## src/rtl/hilo_clk_pkg.sv

```systemverilog
package hilo_clk_pkg;
    typedef enum logic [2:0] {
        ST_OFF,
        ST_PASS,
        ST_HIGH,
        ST_LOW,
        ST_HOLD_HI,
        ST_HOLD_LO
    } hl_state_t;
endpackage

```

## src/rtl/hl_shadow.sv

```systemverilog
module hl_shadow #(
    parameter int W = 8
) (
    input  logic         clk,
    input  logic         rst_n,
    input  logic         load,
    input  logic [W-1:0] hi_in,
    input  logic [W-1:0] lo_in,
    output logic [W-1:0] hi_q,
    output logic [W-1:0] lo_q
);
    always_ff @(posedge clk or negedge rst_n) begin
        if (!rst_n) begin
            hi_q <= '0;
            lo_q <= '0;
        end else if (load) begin
            hi_q <= hi_in;
            lo_q <= lo_in;
        end
    end

    // settings are only captured at a period boundary
    p_shadow_hold_r6: assert property (@(posedge clk) disable iff (!rst_n)
        !load |=> ($stable(hi_q) && $stable(lo_q)));
endmodule

```

## src/rtl/hl_phase_timer.sv

```systemverilog
module hl_phase_timer #(
    parameter int W = 8
) (
    input  logic         clk,
    input  logic         rst_n,
    input  logic         load,
    input  logic [W-1:0] load_val,
    input  logic         dec,
    output logic         zero
);
    logic [W-1:0] cnt_q;

    always_ff @(posedge clk or negedge rst_n) begin
        if (!rst_n)
            cnt_q <= '0;
        else if (load)
            cnt_q <= load_val;
        else if (dec)
            cnt_q <= cnt_q - 1'b1;
    end

    assign zero = (cnt_q == '0);

    // a phase never counts past its end
    p_no_underflow_r3: assert property (@(posedge clk) disable iff (!rst_n)
        (dec && !load) |-> (cnt_q != '0));

    p_count_step_r8: assert property (@(posedge clk) disable iff (!rst_n)
        (dec && !load) |=> (cnt_q == $past(cnt_q) - 1'b1));
endmodule

```

## src/rtl/hl_div_fsm.sv

```systemverilog
module hl_div_fsm
    import hilo_clk_pkg::*;
#(
    parameter int W = 8
) (
    input  logic         clk,
    input  logic         rst_n,
    input  logic         enable,
    input  logic [W-1:0] hi_in,
    input  logic [W-1:0] lo_in,
    input  logic [W-1:0] lo_act,
    input  logic         tmr_zero,
    output logic         shd_load,
    output logic         tmr_load,
    output logic [W-1:0] tmr_val,
    output logic         tmr_dec,
    output logic         level,
    output hl_state_t    state
);
    hl_state_t state_d;
    logic      boundary;
    logic      hi_nz;
    logic      lo_nz;

    assign hi_nz = (hi_in != '0);
    assign lo_nz = (lo_in != '0);

    always_comb begin
        unique case (state)
            ST_OFF:     boundary = 1'b1;
            ST_PASS:    boundary = 1'b1;
            ST_HOLD_HI: boundary = 1'b1;
            ST_HOLD_LO: boundary = 1'b1;
            ST_LOW:     boundary = tmr_zero;
            ST_HIGH:    boundary = 1'b0;
            default:    boundary = 1'b1;
        endcase
    end

    always_comb begin
        state_d  = state;
        shd_load = 1'b0;
        tmr_load = 1'b0;
        tmr_val  = '0;
        tmr_dec  = 1'b0;
        if (!enable) begin
            state_d = ST_OFF;
        end else if (boundary) begin
            shd_load = 1'b1;
            if (hi_nz && lo_nz) begin
                state_d  = ST_HIGH;
                tmr_load = 1'b1;
                tmr_val  = hi_in - 1'b1;
            end else if (hi_nz) begin
                state_d = ST_HOLD_HI;
            end else if (lo_nz) begin
                state_d = ST_HOLD_LO;
            end else begin
                state_d = ST_PASS;
            end
        end else if (state == ST_HIGH && tmr_zero) begin
            state_d  = ST_LOW;
            tmr_load = 1'b1;
            tmr_val  = lo_act - 1'b1;
        end else begin
            tmr_dec = 1'b1;
        end
    end

    always_ff @(posedge clk or negedge rst_n) begin
        if (!rst_n)
            state <= ST_OFF;
        else
            state <= state_d;
    end

    always_comb begin
        unique case (state)
            ST_HIGH, ST_HOLD_HI: level = 1'b1;
            default:             level = 1'b0;
        endcase
    end

    p_off_when_disabled_r1: assert property (@(posedge clk) disable iff (!rst_n)
        !enable |=> (state == ST_OFF));

    p_high_then_low_r3: assert property (@(posedge clk) disable iff (!rst_n)
        (enable && state == ST_HIGH && tmr_zero) |=> (state == ST_LOW));

    p_low_ends_period_r6: assert property (@(posedge clk) disable iff (!rst_n)
        (state == ST_LOW && !tmr_zero && enable) |=> (state == ST_LOW));

    p_no_enter_low_direct_r7: assert property (@(posedge clk) disable iff (!rst_n)
        (state != ST_HIGH && state != ST_LOW) |=> (state != ST_LOW));
endmodule

```

## src/rtl/hilo_clk_divider.sv

```systemverilog
module hilo_clk_divider
    import hilo_clk_pkg::*;
#(
    parameter int W = 8
) (
    input  logic         ref_clk,
    input  logic         rst_n,
    input  logic         enable,
    input  logic [W-1:0] high_len,
    input  logic [W-1:0] low_len,
    output logic         clk_out
);
    logic         shd_load;
    logic         tmr_load;
    logic         tmr_dec;
    logic         tmr_zero;
    logic         level;
    logic [W-1:0] tmr_val;
    logic [W-1:0] hi_act;
    logic [W-1:0] lo_act;
    hl_state_t    state;

    hl_shadow #(.W(W)) u_shadow (
        .clk   (ref_clk),
        .rst_n (rst_n),
        .load  (shd_load),
        .hi_in (high_len),
        .lo_in (low_len),
        .hi_q  (hi_act),
        .lo_q  (lo_act)
    );

    hl_phase_timer #(.W(W)) u_timer (
        .clk      (ref_clk),
        .rst_n    (rst_n),
        .load     (tmr_load),
        .load_val (tmr_val),
        .dec      (tmr_dec),
        .zero     (tmr_zero)
    );

    hl_div_fsm #(.W(W)) u_fsm (
        .clk      (ref_clk),
        .rst_n    (rst_n),
        .enable   (enable),
        .hi_in    (high_len),
        .lo_in    (low_len),
        .lo_act   (lo_act),
        .tmr_zero (tmr_zero),
        .shd_load (shd_load),
        .tmr_load (tmr_load),
        .tmr_val  (tmr_val),
        .tmr_dec  (tmr_dec),
        .level    (level),
        .state    (state)
    );

    assign clk_out = (state == ST_PASS) ? ref_clk : level;

    p_steady_high_r4: assert property (@(posedge ref_clk) disable iff (!rst_n)
        (state == ST_HOLD_HI) |-> clk_out);

    p_steady_low_r5: assert property (@(posedge ref_clk) disable iff (!rst_n)
        (state == ST_HOLD_LO) |-> !clk_out);

    p_divided_nonzero_r8: assert property (@(posedge ref_clk) disable iff (!rst_n)
        (state == ST_HIGH) |-> (hi_act != '0 && lo_act != '0));
endmodule

```

## config.mk

```make
export PLATFORM = sky130hd
export DESIGN_NAME = hilo_clk_divider
export DESIGN_NICKNAME = d
export VERILOG_FILES = /design/src/rtl/hilo_clk_pkg.sv /design/src/rtl/hl_shadow.sv /design/src/rtl/hl_phase_timer.sv /design/src/rtl/hl_div_fsm.sv /design/src/rtl/hilo_clk_divider.sv
export SDC_FILE = /design/constraint.sdc
export NUM_CORES = 1
export LEC_CHECK = 0
export BUFFER_PORTS_ARGS = -buffer_cell sky130_fd_sc_hd__clkbuf_2
export CAP_MARGIN = 5
export CORE_MARGIN = 4
export CORE_UTILIZATION = 50
export DETAILED_ROUTE_END_ITERATION = 7
export PLACE_DENSITY_LB_ADDON = 0.08
export SYNTH_ARGS = -nofsm -noshare
export SYNTH_HDL_FRONTEND = slang
export SYNTH_SLANG_ARGS = --single-unit
```

## constraint.sdc

```tcl
create_clock -name ref_clk -period 2 [get_ports ref_clk]
set_clock_uncertainty 0.05 [all_clocks]
set_input_delay 0.3 -clock ref_clk [delete_from_list [all_inputs] [get_ports ref_clk]]
set_output_delay 0.3 -clock ref_clk [all_outputs]
set_load 0.02 [all_outputs]
```

==> results.toml <==
[outcome]
status = "complete, no violations"

[timing]
relSlewSlack_pct = 68.43
tns_ns = 0
hold_violations = 0
tightest_slew_ns = 0.4692
setup_viol = 0
slew_violations = 0

[hold_path]
hold_class = "in2reg"

[placed_design]
numPortBuffers = 19
gp_congestion = 0.8714
place_hpwl_mm = 2.920
placed_cell_area_um2 = 1718

[worst_setup_path]
reg2regPathDepth = 5
crit_arrival_ns = 1.61
startpoint = "ref_clk"
crit_fanout = 2
r2r_start = "u_shadow.lo_q[2]"
start_kind = "clock port"
crit_type = "clk2out"
rrSetupSlack_ns = 0.07
critPathCaptureType = "output port"
r2r-end = "u_timer.cnt_q[5]"
required_ns = 1.65
cp-endpoint = "clk_out"

[die]
num_rows = 18
dieArea_um2 = 3639
core-area_um2 = 2545
die_w_um = 60.32
ios = 20
die_h_um = 60.32
initial_core_util_pct = 53.79

[pwr]
vdd_drop_max_v = 0.0006776
power_density_nw_per_um2 = 686.2
leakage_uw = 0.0008147

[route]
finalWirelength_mm = 3.785
drt-vias-per-instance = 6.031
drtAntennaViolNets = 0
wl_per_cell_um = 16.60
drc = 0
drtIter0Drc = 122
vias = 1375
drt_first_pass_iters = 4

[final_layout]
fin_nets = 222
fin_area_um2 = 1842
area_growth_pct = 34.55
antenna_cells = 0
final_layout_size_suffix_gt1_share_pct = 42.93

[clock_network]
clkSlewWorstSetupHoldPaths_ns = 0.11
cts_tree = "done"
clk_latency_ns = 0.42

[synth]
syn_avg_cell_area_um2 = 9.312
synth_top_area_share_pct = 34.73
yosysTopAreaCell = "dfrtp_1"
synth.distinct_cells = 50
ys_top_cells_by_area = "dfrtp_1 (35%), mux2_2 (6.6%), ha_1 (3.7%), nor4_1 (3.2%), nand2_1 (3.0%)"
synthMostInstantiatedCell = "dfrtp_1"
netlist_instances = 147
ys.flop_type = "dfrtp_1"
synthesis.nets = 170
ys_seq_area_share_pct = 34.73
synth_edf_count = 0
syn_area_um2 = 1369
synth_seq_cells = 19
synth_common_cells = "dfrtp_1 (19), nand2_1 (11), nor2_1 (11)"
yosysWarningCount = 0
async_flop_share_pct = 100.0

[grt]
antenna_found_initial = 0
grt_max_degree = 20
track_usage_pct = 23.90
overflow = 0
grt_pass1_wl_mm = 6.375
grt_pass1_vias = 1397

[run]
maxCapViolations = 0
## report_power, final
group / switching (µW) / internal, µW / leakage, µW / total (µW)
clock network: 158 / 154 / 0.0000435 / 312
registers: 66.4 / 445 / 0.000228 / 512
logic: 216 / 224 / 0.000543 / 440
total: 441 / 823 / 0.000815 / 1260
## area by class of cell
| type | count | area, µm² |
|---|---|---|
| sequential | 19 | 475.5 |
| clock buffer | 6 | 45.04 |
| multi-input combinational | 110 | 890.9 |
| tap | 30 | 37.54 |
| timing repair buffer | 51 | 344.1 |
| clock inverter | 1 | 5.005 |
| fill | 201 | 703.2 |
| inverter | 11 | 43.79 |
## logic make-up (layout without fill, tap and decap cells)
family                   after synthesis  count (layout)  synth area share, %
XOR/XNOR                               7               7                4.479
flip-flops                            19              19                34.74
buffers and inverters                 18              69                6.398
multiplexers                           9               9                7.313
adder cells (fa/ha/maj)                4               4                3.656
AND/OR/NAND/NOR                       49              49                20.11
AO/OA/AOI/OAI                         41              41                23.31
## state kept, by name, indices dropped and copies added (netlist names)
register,flops
u_fsm.state,3
u_shadow.lo_q,8
u_timer.cnt_q,8
## through the flow
stage / util [%] / std cells / hold WS (ns) / total power (µW) / setup slack [ns]
finish: 72.37 / 228 / 0.07046 / 1264 / 0.03762
global route: 72.37 / 228 / 0.06318 / 1345 / -0.009804
CTS: 70.30 / 227 / 0.05875 / 1242 / -0.01460
detailed placement: 67.50 / 220 / 0.2357 / 939.9 / -0.1848
global placement: 67.50 / 220 / 0.2324 / 926.7 / -0.09751
floorplan: - / 147 / -0.04559 / 770.5 / -0.04612
## per-layer routing
layer	routed length, µm	vias to the layer above	track usage (%)
met5	0	-	0
met4	75	0	10.44
met3	205	13	4.104
met2	1948	57	41.67
met1	1556	645	28.65
li1	-	660	-
## cell usage in the layout, fill, tap and decap left out, types with 2 or more instances in the layout
cell | netlist | final
nor3_1 | 5 | 4
a21oi_1 | 5 | 5
nor4_4 | 1 | 2
a21o_1 | 2 | 2
dfrtp_1 | 19 | 19
xor2_1 | 4 | 4
o31ai_1 | 5 | 5
a32o_1 | 2 | 2
nand2_1 | 11 | 11
o221a_2 | 2 | 2
mux2_2 | 8 | 8
clkbuf_2 | 0 | 18
nor2_1 | 11 | 11
inv_1 | 10 | 9
o21ai_0 | 8 | 5
ha_1 | 4 | 2
buf_4 | 1 | 32
o21ai_1 | 0 | 3
nand3_1 | 3 | 3
nor4_1 | 7 | 6
clkbuf_4 | 0 | 5
xnor2_1 | 3 | 3
## worst min path at each step
stage	startpoint	to	depth (start not counted)
2_1_floorplan	rst_n	u_fsm.state[0]	0
3_5_place_dp	rst_n	u_timer.cnt_q[5]	1
4_1_cts	low_len[4]	u_shadow.lo_q[4]	2
6_report	low_len[4]	u_shadow.lo_q[4]	2
5_1_grt	low_len[5]	u_shadow.lo_q[5]	2
3_3_place_gp	rst_n	u_timer.cnt_q[5]	1
## timing repair
| action | CTS | global route |
|---|---|---|
| gates resized for setup | 5 | 11 |
| hold buffers | 1 | 0 |
| endpoints found under the setup margin | 2 | 14 |
| setup buffers | 0 | 1 |
| pin swaps | 1 | 4 |
| endpoints found under the hold margin | 19 | 0 |
## critical path: stages
cell      delay, ns
clkbuf_4       0.11
nor2b_4        0.11
mux2i_1        0.14
o21ai_1        0.09
buf_4          0.16
No activity file was read; power rests on OpenSTA's default activity.
